`src/rtl/fsq_pkg.sv`:
```
package fsq_pkg;

  typedef enum logic [1:0] {
    PH_RUN   = 2'd0,
    PH_BLANK = 2'd1,
    PH_PROBE = 2'd2
  } phase_e;

  // Saturating up/down step of the overload count.
  function automatic int unsigned ovl_next(int unsigned cnt, bit up);
    if (up) return cnt + 1;
    if (cnt == 0) return 0;
    return cnt - 1;
  endfunction

  // Longest restart delay among the sources that tripped.
  function automatic int unsigned longest_delay(bit a, int unsigned a_len,
                                                bit b, int unsigned b_len);
    int unsigned r;
    r = 0;
    if (a && a_len > r) r = a_len;
    if (b && b_len > r) r = b_len;
    return r;
  endfunction

endpackage

```
`src/rtl/fsq_ovl_counter.sv`:
```
module fsq_ovl_counter #(
  parameter int unsigned LIMIT = 3000
) (
  input  logic clk,
  input  logic rst_n,
  input  logic en,
  input  logic stb,
  input  logic ocp,
  output logic trip
);
  import fsq_pkg::*;

  localparam int unsigned CW = $clog2(LIMIT + 1);

  logic [CW-1:0] cnt;

  assign trip = en && stb && ocp && (cnt == CW'(LIMIT - 1));

  always_ff @(posedge clk) begin
    if (!rst_n) begin
      cnt <= '0;
    end else if (!en || trip) begin
      cnt <= '0;
    end else if (stb) begin
      cnt <= CW'(ovl_next(int'(cnt), ocp));
    end
  end

endmodule

```
`src/rtl/fsq_debounce.sv`:
```
module fsq_debounce #(
  parameter int unsigned LIMIT = 1
) (
  input  logic clk,
  input  logic rst_n,
  input  logic en,
  input  logic lvl,
  input  logic stb,
  output logic trip
);

  localparam int unsigned CW = $clog2(LIMIT + 1);

  logic [CW-1:0] cnt;

  assign trip = en && lvl && stb && (cnt == CW'(LIMIT - 1));

  always_ff @(posedge clk) begin
    if (!rst_n) begin
      cnt <= '0;
    end else if (!en || !lvl || trip) begin
      cnt <= '0;
    end else if (stb) begin
      cnt <= cnt + 1'b1;
    end
  end

endmodule

```
`src/rtl/fsq_softstart.sv`:
```
module fsq_softstart #(
  parameter int unsigned SS_W = 3
) (
  input  logic            clk,
  input  logic            rst_n,
  input  logic            restart,
  input  logic            run,
  input  logic            tick,
  output logic [SS_W-1:0] level,
  output logic            at_full
);

  localparam logic [SS_W-1:0] SS_MAX = {SS_W{1'b1}};

  assign at_full = (level == SS_MAX);

  always_ff @(posedge clk) begin
    if (!rst_n) begin
      level <= '0;
    end else if (restart) begin
      level <= '0;
    end else if (run && tick && !at_full) begin
      level <= level + 1'b1;
    end
  end

endmodule

```
`src/rtl/fault_restart_seq.sv`:
```
module fault_restart_seq #(
  parameter int unsigned OVL_LIMIT      = 3000,
  parameter int unsigned CLAMP_CYC      = 30,
  parameter int unsigned DIS_DEB_MS     = 1,
  parameter int unsigned DIS_RESTART_MS = 500,
  parameter int unsigned RESTART_MS     = 1000,
  parameter int unsigned PROBE_CYC      = 3,
  parameter int unsigned SS_W           = 3
) (
  input  logic            clk,
  input  logic            rst_n,
  input  logic            cyc_start,
  input  logic            ocp_end,
  input  logic            dis_hi,
  input  logic            clamp_hi,
  input  logic            otp_hi,
  input  logic            ms_tick,
  output logic            sw_en,
  output logic [SS_W-1:0] ss_level
);
  import fsq_pkg::*;

  localparam int unsigned MAX_DLY = (RESTART_MS > DIS_RESTART_MS) ? RESTART_MS : DIS_RESTART_MS;
  localparam int unsigned DLY_W   = $clog2(MAX_DLY + 1);
  localparam int unsigned PRB_W   = $clog2(PROBE_CYC + 1);

  phase_e             phase;
  logic [DLY_W-1:0]   blank_cnt;
  logic [DLY_W-1:0]   blank_len;
  logic [PRB_W-1:0]   probe_cnt;
  logic               therm_pend;

  // Named internal events
  logic run;
  logic ss_full;
  logic ovl_trip;
  logic dis_trip;
  logic clamp_trip;
  logic otp_trip;
  logic any_trip;
  logic blank_done;
  logic probe_done;
  logic probe_fail;
  logic [DLY_W-1:0] trip_len;

  assign run = (phase == PH_RUN);

  fsq_ovl_counter #(.LIMIT(OVL_LIMIT)) u_ovl (
    .clk(clk), .rst_n(rst_n), .en(run), .stb(cyc_start), .ocp(ocp_end), .trip(ovl_trip)
  );

  fsq_debounce #(.LIMIT(DIS_DEB_MS)) u_dis (
    .clk(clk), .rst_n(rst_n), .en(run), .lvl(dis_hi), .stb(ms_tick), .trip(dis_trip)
  );

  fsq_debounce #(.LIMIT(CLAMP_CYC)) u_clamp (
    .clk(clk), .rst_n(rst_n), .en(run && ss_full), .lvl(clamp_hi), .stb(cyc_start),
    .trip(clamp_trip)
  );

  fsq_softstart #(.SS_W(SS_W)) u_ss (
    .clk(clk), .rst_n(rst_n), .restart(any_trip), .run(run), .tick(ms_tick),
    .level(ss_level), .at_full(ss_full)
  );

  assign otp_trip   = run && otp_hi;
  assign any_trip   = ovl_trip || dis_trip || clamp_trip || otp_trip;
  assign trip_len   = DLY_W'(longest_delay(ovl_trip || clamp_trip || otp_trip, RESTART_MS,
                                           dis_trip, DIS_RESTART_MS));
  assign blank_done = (phase == PH_BLANK) && ms_tick && (blank_cnt == blank_len - 1'b1);
  assign probe_done = (phase == PH_PROBE) && cyc_start && (probe_cnt == PRB_W'(PROBE_CYC - 1));
  assign probe_fail = probe_done && otp_hi;

  assign sw_en = (phase != PH_BLANK);

  always_ff @(posedge clk) begin
    if (!rst_n) begin
      phase      <= PH_RUN;
      blank_cnt  <= '0;
      blank_len  <= '0;
      probe_cnt  <= '0;
      therm_pend <= 1'b0;
    end else begin
      case (phase)
        PH_RUN: begin
          if (any_trip) begin
            phase      <= PH_BLANK;
            blank_cnt  <= '0;
            blank_len  <= trip_len;
            therm_pend <= otp_trip;
          end
        end
        PH_BLANK: begin
          if (blank_done) begin
            blank_cnt <= '0;
            probe_cnt <= '0;
            phase     <= therm_pend ? PH_PROBE : PH_RUN;
          end else if (ms_tick) begin
            blank_cnt <= blank_cnt + 1'b1;
          end
        end
        PH_PROBE: begin
          if (probe_fail) begin
            phase     <= PH_BLANK;
            blank_cnt <= '0;
            blank_len <= DLY_W'(RESTART_MS);
          end else if (probe_done) begin
            phase      <= PH_RUN;
            therm_pend <= 1'b0;
          end else if (cyc_start) begin
            probe_cnt <= probe_cnt + 1'b1;
          end
        end
        default: phase <= PH_RUN;
      endcase
    end
  end

endmodule

```
`config.mk`:
```
export PLATFORM = sky130hd
export DESIGN_NAME = fault_restart_seq
export DESIGN_NICKNAME = d
export VERILOG_FILES = /design/src/rtl/fsq_pkg.sv /design/src/rtl/fsq_ovl_counter.sv /design/src/rtl/fsq_debounce.sv /design/src/rtl/fsq_softstart.sv /design/src/rtl/fault_restart_seq.sv
export SDC_FILE = /design/constraint.sdc
export NUM_CORES = 1
export LEC_CHECK = 0
export ABC_AREA = 1
export ABC_CLOCK_PERIOD_IN_PS = 4200
export BUFFER_PORTS_ARGS = -buffer_cell sky130_fd_sc_hd__buf_2
export CORE_MARGIN = 4
export CORE_UTILIZATION = 32
export DETAILED_ROUTE_END_ITERATION = 10
export HOLD_SLACK_MARGIN = 0.06
export SLEW_MARGIN = 0
export SYNTH_ARGS = -nofsm -noshare
export SYNTH_HDL_FRONTEND = slang
export SYNTH_SLANG_ARGS = --single-unit
export TNS_END_PERCENT = 20
```
`constraint.sdc`:
```
create_clock -name clk -period 4.2 [get_ports clk]
set_clock_uncertainty 0.05 [all_clocks]
set_input_delay 0.21 -clock clk [delete_from_list [all_inputs] [get_ports clk]]
set_output_delay 0.21 -clock clk [all_outputs]
set_load 0.02 [all_outputs]
```
# [Word-level counts from Yosys, hierarchy flattened]
# Index checks and enable logic that the tools add are counted.
[totals] rom_bits=0 latch_bits=0 wordCells=123 regBits=46 n_memories=0 ram_bits=0 input_bits=8 output_inout_bits=4
[classes] bitwise_logic=2 shifts=0 div=0 mul=0 mux=38 n_lt_le_gt_ge=1 addsub=8 eq_ne=17 n_reduce_logical=48
[ops] cell="2-to-1 mux 10 bit" n=8
[ops] cell="2-to-1 mux 12 bit" n=4
[ops] cell="one-hot mux 10 bit (3 select lines)" n=1
[ops] cell="one-hot mux 10 bit (2 select lines)" n=1
[ops] cell="logical AND 1 bit" n=19
[ops] cell="2-to-1 mux 2 bit" n=9
[ops] cell="adder 12 x 1 -> 12 bit (second input constant)" n=1
[ops] cell="== test 12 bit (second input constant)" n=1
[ops] cell="zero test 12 bit" n=1
[ops] cell="2-to-1 mux 1 bit" n=12
[ops] cell="inequality test 2 bit (second input constant)" n=6
[ops] cell="subtractor 12 x 1 -> 12 bit (second input constant)" n=1
[ops] cell="adder 10 x 1 -> 10 bit (second input constant)" n=1
[ops] cell="== test 10 bit" n=1
[ops] cell="greater-than comparator 9 x 10 -> 1 bit (first input constant)" n=1
[ops] cell="logical OR 1 bit" n=10
[ops] cell="subtractor 10 x 1 -> 10 bit (second input constant)" n=1
[ops] cell="AND reduction 4 bit" n=2
[ops] cell="OR reduction 2 bit" n=4
[ops] cell="inequality test 3 bit (second input constant)" n=2
[ops] cell="one-hot mux 2 bit (3 select lines)" n=1
[ops] cell="AND reduction 3 bit" n=2
[ops] cell="adder 5 x 1 -> 5 bit (second input constant)" n=1
[ops] cell="== test 5 bit (second input constant)" n=1
[ops] cell="other kinds (15)" n=23

# [Logic depth before layout (Yosys ltp)]
# Gate-level depths: netlist of run 1.
[depth] ltp_word=13 ltp_mapped=16 mapped_depth_nobuf=16

# [Modules after synthesis]
# Synthesis of run 1 repeated with hierarchy kept, for this count alone.
[unflattened] hier_cells=438 area_unflattened_um2=2723.9
[by_module_without_submodules] mod="fault_restart_seq" seq_area_each_um2=360.3 n_inst=1 cells_each=179 area_per_inst_um2=1161.1
[by_module_without_submodules] mod="fsq_ovl_counter" seq_area_each_um2=240.2 n_inst=1 cells_each=185 area_per_inst_um2=1059.8
[by_module_without_submodules] mod="fsq_debounce (u_clamp)" seq_area_each_um2=100.1 n_inst=1 cells_each=43 area_per_inst_um2=279.0
[by_module_without_submodules] mod="fsq_softstart" seq_area_each_um2=60.1 n_inst=1 cells_each=24 area_per_inst_um2=178.9
[by_module_without_submodules] mod="fsq_debounce (u_dis)" seq_area_each_um2=20.0 n_inst=1 cells_each=7 area_per_inst_um2=45.0

# [Worst setup path after synthesis of run 1]
# Ideal clock, no wire load.
[synth_path] path_kind="register to register" start="reg blank_len[4]" end="reg blank_cnt[9]" synth_period_minus_slack_ns=1.953 stages_incl_launch_ff=17 path_slack_ns=2.247 t_arrival_ns=1.789 path_buffers=0 t_required_ns=4.036 setup_time_ns=0.114 path_cell_list="dfxtp_1 > inv_1 > ha_1 > ha_1 > inv_1 > nand2_1 > nand2_1 > nor2_1 > nand2_1 > nor2_1 > nand3_1 > nand2_1 > nand3_2 > nand2_4 > inv_4 > nand2_1 > nor2_2"
[synth_via] elab_chain_len=5 elab_cells_between_ends=7 classes_between="1 x add/sub; 2 x eq/ne; 2 x mux; 2 x reduce/logical"
[synth_lines] element="start: declaration" line_no="fault_restart_seq.sv:29" text="logic [DLY_W-1:0] blank_len;"
[synth_lines] element="start signal: assignment" line_no="fault_restart_seq.sv:89" text="blank_len <= trip_len;"
[synth_lines] element="start signal: assignment" line_no="fault_restart_seq.sv:106" text="blank_len <= DLY_W'(RESTART_MS);"
[synth_lines] element="subtractor 10 x 1 -> 10 bit (*)" line_no="fault_restart_seq.sv:70" text="assign blank_done = (phase == PH_BLANK) && ms_tick && (blank_cnt == blank_len - 1'b1);"
[synth_lines] element="== test 10 bit (*)" line_no="fault_restart_seq.sv:70"
[synth_lines] element="logical AND 1 bit (*)" line_no="fault_restart_seq.sv:70"
[synth_lines] element="inequality test 3 bit (no line) or 2-to-1 mux 10 bit (tied branches)"
[synth_lines] element="AND reduction 4 bit (no line) or one-hot mux 10 bit (3 select lines) (tied branches)"
[synth_lines] element="end signal: assignment" line_no="fault_restart_seq.sv:99" text="blank_cnt <= blank_cnt + 1'b1;"
[synth_lines] element="end: declaration" line_no="fault_restart_seq.sv:28" text="logic [DLY_W-1:0] blank_cnt;"
# Mark *: on every way between the ends. The rest lies on a longest branch, timed or not.
# A chain may end at the register's enable or synchronous reset.

# [Worst setup path in the final report of run 1]
# Same ends and word-level chain as after synthesis.

==> out/qor.yml, run 1 <==
run_status:
  status: "complete, no violations"
clock_network:
  clock_latency_ns: 0.29
  numCtsBuffers: 5
  clk_pin_slew_ns: 0.08
  post_cts_buffers: 0
  cts-htree-levels: 2
  cts_tree: "yes"
  cts_hold_buf: 0
  clockRootBuffer: "clkbuf_8"
  clk_path_buf_depth: 2
  cts_sinks: 39
  cts_resized: 0
timing:
  final_max_slew_viol_count: 0
  finalSetupViolCount: 0
  tns_ns: 0
  max-slew-margin-rel_pct: 74.0
  min_period_ns: 2.22
  min_period_over_period_pct: 52.8
  hold_violations: 0
  rsz0062_at_grt: "no"
  setup_slack_ns: 1.98
  tightest_slew_ns: 0.389
  fmax_ghz: 0.451
place:
  dp_cells: 488
  numPortBuffers: 11
  gp_congestion: 0.821
  dp_hpwl_mm: 4.19
  dp_slack_ns: 2.02
synthesis:
  synth_common_cells: "nand2_1 (82), nor2_1 (58), inv_1 (49)"
  synth_warnings: 0
  synth_area_leader_cell: "dfxtp_1"
  synthMostInstantiatedCell: "nand2_1"
  synth_edf_count: 0
  ys_ff_latch: 39
  synth_cell_types: 40
  syn_nets: 400
  synth.top_cell.area_share_pct: 30.6
  avgSynthCellArea_um2: 6.71
  async_flop_share_pct: 0
  syn-cell-area_um2: 2550
  synth.yosys.seq_area_share_pct: 30.6
  synth-main-ff-cell: "dfxtp_1"
  synthCells: 380
  synth.area.top_cells: "dfxtp_1 (31%), nand2_1 (12%), nor2_1 (8.5%), inv_1 (7.2%), ha_1 (5.9%)"
global_route:
  overflow: 0
  grtUsageTotal_pct: 11.7
  grt_max_degree: 19
  antenna_found_initial: 0
  first_global_vias: 2101
  grt_pass1_wl_mm: 9.40
setup_path:
  crit_path_max_incr_delay_ns: 0.40
  critical_path_required_ns: 4.34
  worst_setup_path_start_kind: "flip-flop"
  reg2reg_from: "blank_len[4]"
  cpMostUsedCell: "nand2_1"
  cp_cell_sequence: "inv_1, ha_1, ha_1, inv_1, nand2_1, nand2_1, nor2_1, nand2_1, nor2_1, nand3_1, nand2_1, nand3_2, nand2_4, inv_4, nand2_1, nor2_2"
  crit_path_max_fanout: 6
  worst-setup-path-type: "flip-flop to flip-flop"
  critPathArrivalTime_ns: 2.36
  crit_slowest_cell: "dfxtp_1"
  end_kind: "flip-flop"
  cp-startpoint: "blank_len[4]"
detailed_routing:
  dr.pass1.iters: 4
  via_per_inst: 4.65
  drc: 0
  vias: 2306
  antenna_left: 0
  dr.first_iter.drc_count: 154
  wl_per_cell_um: 10.9
  routed_wl_mm: 5.43
floorplan:
  ios: 12
  dieWidth_um: 97.3
  fp.coreArea_um2: 7730
  die_y_um: 97.3
  num_rows: 32
  die_area_um2: 9470
  initial_core_util_pct: 33.0
final_layout:
  nets: 413
  drive_gt1_share_pct: 12.4
  areaGrowthSynthToFinish_pct: 11.0
  fin_util_pct: 36.7
  n_antenna_cell: 0
  fill_cells: 811
  final_cells: 496
pwr:
  vdd_drop_max_mv: 0.199
  internal_power_mw: 0.904
  switching_power_mw: 0.663
  switching_share_pct: 42.3
  leakage_nw: 1.22
  p_seq_share_pct: 31.5
  fin_total_pwr_mw: 1.57
  powerDensity_nw_per_um2: 553
  combPwrFrac_pct: 44.8
  power.share.clock_pct: 23.8
worst_hold_path:
  min_from: "ms_tick"
  hp-class: "input pin to flip-flop"
flow_run:
  maxCapViolations: 0
[flip-flops by register name, indices dropped and copies added (netlist names)]
signal	count
blank_cnt	10
blank_len	3
phase	2
probe_cnt	2
therm_pend	1
u_clamp.cnt	5
u_dis.cnt	1
u_ovl.cnt	12
u_ss.level	3
[critical path, delay by kind of cell, from the launching register on]
| kind | cells | cell delay, ns |
|---|---|---|
| adder cells (fa/ha/maj) | 2 | 0.54 |
| buffers and inverters | 3 | 0.20 |
| flip-flops | 1 | 0.40 |
| AND/OR/NAND/NOR | 11 | 0.92 |
[final timing paths]
check / slack [ns] / cells after the start / endpoint
worst max-delay path: 1.98 / 16 / blank_cnt[9]
worst min-delay path: 0.12 / 2 / u_dis.cnt
worst max register to register: 1.98 / 16 / blank_cnt[9]
worst min register to register: 0.39 / 2 / u_dis.cnt
[placed cells by master (no fill, tap or decap), drive strengths merged, types with 6 or more instances in the layout]
cell type   n
a21oi      26
nand3      29
inv        55
dfxtp      39
o21ai      15
nand2      88
xor2       10
clkbuf      6
nor2       64
ha         12
nor3       10
nand4       7
buf        11
[per-stage QoR]
stage | instance area [µm²] | hold WS [ns]
finish | 2830 | 0.119
global route | 2830 | 0.133
CTS | 2830 | 0.112
detailed placement | 2700 | 0.384
global placement | 2700 | 0.382
floorplan | 2550 | 0.236
[final cells by class]
type | instances | area [µm²] | area share [%]
Sequential cell | 39 | 781 | 27.6
Clock inverter | 2 | 60.1 | 2.12
Clock buffer | 6 | 72.6 | 2.56
Inverter | 57 | 218 | 7.69
Multi-Input combinational cell | 279 | 1520 | 53.6
Tap cell | 102 | 128 | 4.51
Timing Repair Buffer | 11 | 55.1 | 1.94
[metal layers]
layer	track usage, %	wire length (µm)
met1	16.2	2810
met2	18.4	2380
met3	2.23	182
met4	3.73	62
met5	0	0
[logic make-up (layout without fill, tap and decap cells)]
family          after synthesis  in the layout  synth area share (%)
simple gates                205            205                  37.5
buf+inv                      62             76                  9.86
compound gates               50             50                  12.1
flops                        39             39                  30.6
fa+ha+maj                    12             12                  5.89
xor+xnor                     12             12                  4.12
[power by group through the flow]
stage	clock network [mW]	registers (mW)	logic [mW]
global route	0.394	0.502	0.794
global placement	0	0.499	0.689
finish	0.372	0.493	0.702
detailed placement	0	0.499	0.697
CTS	0.384	0.492	0.700
floorplan	0	0.487	0.577
(Power assumes the default switching activity.)
==> run 2: changes to the inputs <==
--- a/config.mk
+++ b/config.mk
@@ -6,7 +6,7 @@
 export NUM_CORES = 1
 export LEC_CHECK = 0
 export ABC_AREA = 1
-export ABC_CLOCK_PERIOD_IN_PS = 4200
+export ABC_CLOCK_PERIOD_IN_PS = 2100
 export BUFFER_PORTS_ARGS = -buffer_cell sky130_fd_sc_hd__buf_2
 export CORE_MARGIN = 4
 export CORE_UTILIZATION = 32
==> constraint.sdc (replaced) <==
create_clock -name clk -period 2.1 [get_ports clk]
set_clock_uncertainty 0.05 [all_clocks]
set_input_delay 0.105 -clock clk [delete_from_list [all_inputs] [get_ports clk]]
set_output_delay 0.105 -clock clk [all_outputs]
set_load 0.02 [all_outputs]
==> run 2 against run 1 <==
- via count is 4.9% higher
- power is 110% higher
- clock power is 74% higher
- hold slack worse by 0.042 ns
- critical endpoint is now blank_cnt[5]
==> out/qor.yml, run 2 (synthesis gave the netlist of run 1 again) <==
detailed_routing:
  vias: 2419  # was 2,306
  dr.pass1.iters: 6  # was 4
  drc: 0  # unchanged
  routed_wl_mm: 5.80  # was 5.43 mm
  wl_per_cell_um: 11.4  # was 10.9 µm
  dr.first_iter.drc_count: 132  # was 154
  via_per_inst: 4.75  # was 4.65
  antenna_left: 0  # unchanged
place:
  numPortBuffers: 11  # unchanged
  dp_hpwl_mm: 4.31  # was 4.19 mm
  gp_congestion: 0.828  # was 0.821
  dp_cells: 493  # was 488
global_route:
  grtUsageTotal_pct: 12.4  # was 11.7%
  grt_pass1_wl_mm: 9.80  # was 9.40 mm
  antenna_found_initial: 0  # unchanged
  grt_max_degree: 14  # was 19
  first_global_vias: 2178  # was 2,101
  overflow: 0  # unchanged
floorplan:
  ios: 12  # unchanged
  num_rows: 32  # unchanged
  die_area_um2: 9470  # unchanged
  initial_core_util_pct: 33.0  # unchanged
  dieWidth_um: 97.3  # unchanged
  fp.coreArea_um2: 7730  # unchanged
  die_y_um: 97.3  # unchanged
final_layout:
  top_register: "u_ovl.cnt"  # unchanged
  largest_reg_flops: 12  # unchanged
  n_antenna_cell: 0  # unchanged
  areaGrowthSynthToFinish_pct: 16.3  # was 11.0%
  drive_gt1_share_pct: 17.7  # was 12.4%
  final_common_cell: "nand2_1"  # unchanged
  nets: 426  # was 413
  final_cell_mix: "nand2_1 (79), nor2_1 (57), inv_1 (46)"  # was nand2_1 (82), nor2_1 (58), inv_1 (49)
  final_cells: 509  # was 496
  reg_top3: "u_ovl.cnt x12, blank_cnt x10, u_clamp.cnt x5"  # unchanged
setup_path:
  crit_path_max_incr_delay_ns: 0.34  # was 0.40 ns
  end_kind: "flip-flop"  # unchanged
  cp_cell_sequence: "ha_1, ha_1, nand3_1, nor2_2, nor2_4, nand4_4, nand3_2, nand2_4, inv_4, nand2_2, nor2_2"  # was inv_1, ha_1, ha_1, inv_1, nand2_1, nand2_1, nor2_1, nand2_1, nor2_1, nand3_1, nand2_1, nand3_2, nand2_4, inv_4, nand2_1, nor2_2
  crit_slowest_cell: "dfxtp_1"  # unchanged
  worst-setup-path-type: "flip-flop to flip-flop"  # unchanged
  r2r_cells: 11  # was 16
  crit_path_max_fanout: 13  # was 6
  critPathArrivalTime_ns: 2.16  # was 2.36 ns
  critical_path_required_ns: 2.29  # was 4.34 ns
  worst_setup_path_start_kind: "flip-flop"  # unchanged
clock_network:
  numCtsBuffers: 5  # unchanged
  cts_sinks: 39  # unchanged
  clk_pin_slew_ns: 0.09  # was 0.08 ns
  clockRootBuffer: "clkbuf_8"  # unchanged
  cts_tree: "yes"  # unchanged
  clk_path_buf_depth: 2  # unchanged
  clock_latency_ns: 0.30  # was 0.29 ns
  cts-htree-levels: 2  # unchanged
timing:
  finalSetupViolCount: 0  # unchanged
  rsz0062_at_grt: "yes"  # was no
  max-slew-margin-rel_pct: 74.6  # was 74.0%
  fmax_ghz: 0.507  # was 0.451 GHz
  min_period_over_period_pct: 93.9  # was 52.8%
  min_period_ns: 1.97  # was 2.22 ns
  final_max_slew_viol_count: 0  # unchanged
  tightest_slew_ns: 0.380  # was 0.389 ns
  tns_ns: 0  # unchanged
  hold_violations: 0  # unchanged
pwr:
  fin_total_pwr_mw: 3.22  # was 1.57 mW
  leakage_nw: 1.28  # was 1.22 nW
  vdd_drop_max_mv: 0.433  # was 0.199 mV
  powerDensity_nw_per_um2: 1080  # was 553 nW/µm²
flow_run:
  maxCapViolations: 0  # unchanged
worst_hold_path:
  hold_depth: 3  # was 2
  hp-class: "input pin to flip-flop"  # unchanged
run_status:
  status: "complete, no violations"  # unchanged
-- run 2: changes by cell type in the layout (fill, tap and decap cells not counted), sizes merged --
| cell | previous run | this run |
|---|---|---|
| buf | 11 | 22 |
| dlygate4sd3 | 0 | 2 |
| clkbuf | 6 | 5 |
| clkinv | 2 | 4 |
| bufinv | 2 | 1 |
-- run 2: repair_timing --
action                                  in CTS  in global routing
gates resized for setup                      0                 13
endpoints found under the setup margin       0                 14
hold buffers                                 2                  0
hold endpoints to repair                     1                  0
buffers inserted                             0                  6
-- run 2: worst max-delay path, delay by kind of cell, from the launching register on --
kind | cells | cell delay (ns)
adders and majority gates | 2 | 0.39
buffers and inverters | 1 | 0.09
DFF | 1 | 0.34
and+or+nand+nor | 8 | 1.03
-- run 2: through the flow --
step	hold slack (ns)	worst slack, ns	instance area [µm²]	util, %
5_1_grt	0.110	-0.0590	2970	38.4
3_5_place_dp	0.323	0.0559	2740	35.4
6_report	0.0777	0.128	2970	38.4
3_3_place_gp	0.323	0.120	2740	35.4
2_1_floorplan	0.131	0.147	2550	-
4_1_cts	0.0784	0.0260	2870	37.1
-- run 2: layout make-up --
type                            count  area [µm²]
Clock inverter                      3        43.8
Sequential cell                    39         783
Timing Repair Buffer               24         170
Tap cell                          102         128
Clock buffer                        5        68.8
Multi-Input combinational cell    279        1550
Fill cell                         814        4760
Inverter                           57         220
-- run 2: final timing paths --
path / start / to / slack, ns
worst max-delay path: u_ss.level[0] / blank_cnt[5] / 0.13
worst min register to register: probe_cnt[1] / probe_cnt[1] / 0.43
worst min-delay path: rst_n / probe_cnt[0] / 0.08
worst max register to register: u_ss.level[0] / blank_cnt[5] / 0.13
-- run 2: routing by layer --
| layer | track usage, % | share of wire, % | vias up |
|---|---|---|---|
| met1 | 16.3 | 50 | 1100 |
| met5 | 0 | 0 | - |
| met4 | 5.11 | 1.2 | 0 |
| met2 | 20.0 | 45 | 44 |
| li1 | - | - | 1269 |
| met3 | 2.23 | 4.0 | 6 |
-- run 2: where the power goes --
part	total, mW	leakage [nW]	switching, mW	internal (mW)
Combinational	1.58	0.900	0.975	0.610
Sequential	0.989	0.318	0.129	0.860
Clock	0.646	0.0581	0.292	0.354
Total	3.22	1.28	1.40	1.82
==> run 3: changes to the inputs <==
--- a/config.mk
+++ b/config.mk
@@ -6,10 +6,11 @@
 export NUM_CORES = 1
 export LEC_CHECK = 0
 export ABC_AREA = 1
-export ABC_CLOCK_PERIOD_IN_PS = 2100
+export ABC_CLOCK_PERIOD_IN_PS = 2160
 export BUFFER_PORTS_ARGS = -buffer_cell sky130_fd_sc_hd__buf_2
 export CORE_MARGIN = 4
 export CORE_UTILIZATION = 32
+export CTS_CLUSTER_SIZE = 40
 export DETAILED_ROUTE_END_ITERATION = 10
 export HOLD_SLACK_MARGIN = 0.06
 export SLEW_MARGIN = 0
==> constraint.sdc (replaced) <==
create_clock -name clk -period 2.16 [get_ports clk]
set_clock_uncertainty 0.05 [all_clocks]
set_input_delay 0.108 -clock clk [delete_from_list [all_inputs] [get_ports clk]]
set_output_delay 0.108 -clock clk [all_outputs]
set_load 0.02 [all_outputs]
==> run 3 against run 2 <==
- highest routed layer unchanged
- utilization decreased by 1.3 points
- power decreased by 9.1%
- design area decreased by 3.5%
- largest cell class unchanged
- register-to-register slack better by 0.04 ns
- first-iteration DRC count is 5.3% higher
- sequential power decreased by 2.8%
- worst setup slack improved by 0.040 ns
==> out/qor.yml, run 3 (synthesis gave the netlist of run 1 again) <==
floorplan:
  initial_core_util_pct: 33.0  # unchanged
  ios: 12  # unchanged
  fp.coreArea_um2: 7730  # unchanged
  dieWidth_um: 97.3  # unchanged
  num_rows: 32  # unchanged
  die_area_um2: 9470  # unchanged
  die_y_um: 97.3  # unchanged
setup_path:
  reg2reg_from: "blank_len[4]"  # was u_ss.level[0]
  crit_path_max_fanout: 5  # was 13
  critPathArrivalTime_ns: 2.14  # was 2.16 ns
  end_kind: "flip-flop"  # unchanged
  r2r_cells: 15  # was 11
  crit_end: "blank_cnt[1]"  # was blank_cnt[5]
  r2r-end: "blank_cnt[1]"  # was blank_cnt[5]
  worst_setup_path_start_kind: "flip-flop"  # unchanged
  r2r_slack_ns: 0.17  # was 0.13 ns
  worst-setup-path-type: "flip-flop to flip-flop"  # unchanged
  cp-startpoint: "blank_len[4]"  # was u_ss.level[0]
  critical_path_required_ns: 2.31  # was 2.29 ns
detailed_routing:
  dr.pass1.iters: 4  # was 6
  antenna_left: 0  # unchanged
  dr.first_iter.drc_count: 139  # was 132
  routed_wl_mm: 5.64  # was 5.80 mm
  via_per_inst: 4.58  # was 4.75
  vias: 2295  # was 2,419
  drc: 0  # unchanged
  wl_per_cell_um: 11.3  # was 11.4 µm
timing:
  min_period_over_period_pct: 92.2  # was 93.9%
  final_max_slew_viol_count: 0  # unchanged
  min_period_ns: 1.99  # was 1.97 ns
  setup_slack_ns: 0.168  # was 0.128 ns
  tns_ns: 0  # unchanged
  hold_violations: 0  # unchanged
  tightest_slew_ns: 0.389  # was 0.380 ns
  finalSetupViolCount: 0  # unchanged
  whs_ns: 0.0732  # was 0.0777 ns
  max-slew-margin-rel_pct: 73.9  # was 74.6%
  fmax_ghz: 0.502  # was 0.507 GHz
pwr:
  powerDensity_nw_per_um2: 1020  # was 1080 nW/µm²
  leakage_nw: 1.22  # was 1.28 nW
  vdd_drop_max_mv: 0.376  # was 0.433 mV
clock_network:
  clock_latency_ns: 0.30  # about the same
  clockRootBuffer: "clkbuf_8"  # unchanged
  cts_sinks: 39  # unchanged
  clk_path_buf_depth: 2  # unchanged
  cts_tree: "yes"  # unchanged
  clk_pin_slew_ns: 0.09  # about the same
  numCtsBuffers: 5  # unchanged
  cts-htree-levels: 2  # unchanged
global_route:
  grtUsageTotal_pct: 11.9  # was 12.4%
  overflow: 0  # unchanged
  grt_max_degree: 19  # was 14
  antenna_found_initial: 0  # unchanged
  first_global_vias: 2139  # was 2,178
  grt_pass1_wl_mm: 9.50  # was 9.80 mm
flow_run:
  maxCapViolations: 0  # unchanged
place:
  gp_congestion: 0.811  # was 0.828
  dp_hpwl_mm: 4.25  # was 4.31 mm
  numPortBuffers: 11  # unchanged
  dp_slack_ns: 0.0346  # was 0.0559 ns
  dp_cells: 491  # was 493
final_layout:
  reg_top3: "u_ovl.cnt x12, blank_cnt x10, u_clamp.cnt x5"  # unchanged
  final_cells: 501  # was 509
  final_cell_mix: "nand2_1 (81), nor2_1 (58), inv_1 (49)"  # was nand2_1 (79), nor2_1 (57), inv_1 (46)
  nets: 418  # was 426
  n_antenna_cell: 0  # unchanged
  final_common_cell: "nand2_1"  # unchanged
  areaGrowthSynthToFinish_pct: 12.3  # was 16.3%
  drive_gt1_share_pct: 14.5  # was 17.7%
  top_register: "u_ovl.cnt"  # unchanged
  largest_reg_flops: 12  # unchanged
run_status:
  status: "complete, no violations"  # unchanged
worst_hold_path:
  hp-class: "input pin to flip-flop"  # unchanged
## run 3: cell count changes in the layout (fill, tap and decap cells not counted), moves of 2 or more
cell,before,now
inv_2,7,5
clkinvlp_4,0,2
nand2_1,79,81
inv_1,46,49
buf_4,10,3
nand2_2,6,4
## run 3: worst min-delay path by stage
stage / start / end / slack, ns / cells past startpoint
after floorplan: ms_tick / u_dis.cnt / 0.13 / 1
after global placement: ms_tick / u_dis.cnt / 0.33 / 2
after detailed placement: ms_tick / u_dis.cnt / 0.32 / 2
after CTS: dis_hi / u_dis.cnt / 0.07 / 5
after global routing: dis_hi / u_dis.cnt / 0.08 / 5
final: dis_hi / u_dis.cnt / 0.07 / 5
## run 3: routing by layer
layer	up-vias	routed length (µm)	track usage [%]
met5	-	0	0
met4	0	36	3.19
met3	2	181	2.66
met2	31	2560	18.7
met1	1011	2860	16.4
li1	1251	-	-
## run 3: layout make-up
class | count | area (µm²)
clock buffers | 5 | 68.8
fillers | 820 | 4860
inverters | 57 | 218
multi-input cells | 279 | 1540
flip-flops and latches | 39 | 782
clock inverters | 3 | 23.8
well taps | 102 | 128
repair buffers | 16 | 108
## run 3: per-stage QoR
stage,total power [mW],cell area [µm²],util [%]
final,2.93,2860,37.1
after global placement,2.32,2720,35.2
after detailed placement,2.33,2720,35.2
after CTS,2.87,2830,36.6
after global routing,3.18,2860,37.1
after floorplan,2.07,2550,-
## run 3: what timing repair did
item | CTS | global route
hold buffers | 1 | 0
setup buffers | 0 | 1
gates resized for setup | 0 | 4
endpoints found under the hold margin | 1 | 0
setup endpoints to repair | 0 | 12
## run 3: power by group
part           total [mW]  internal [mW]  leakage (nW)  switching (mW)
Combinational        1.45          0.525         0.862           0.921
Clock               0.520          0.231        0.0408           0.289
Sequential          0.961          0.835         0.318           0.126
Total                2.93           1.59          1.22            1.34
## run 3: worst max-delay path, cell delays in order, from the launching register on
cell	delay, ns
dfxtp_1	0.35
inv_1	0.07
ha_2	0.22
ha_4	0.28
inv_1	0.03
nand2_1	0.05
nand2_1	0.05
nor2_1	0.08
nand2_1	0.05
nor2_1	0.07
nand3_1	0.11
nand2_2	0.13
nand3_2	0.10
nand2_4	0.11
buf_12	0.11
nor2_1	0.04
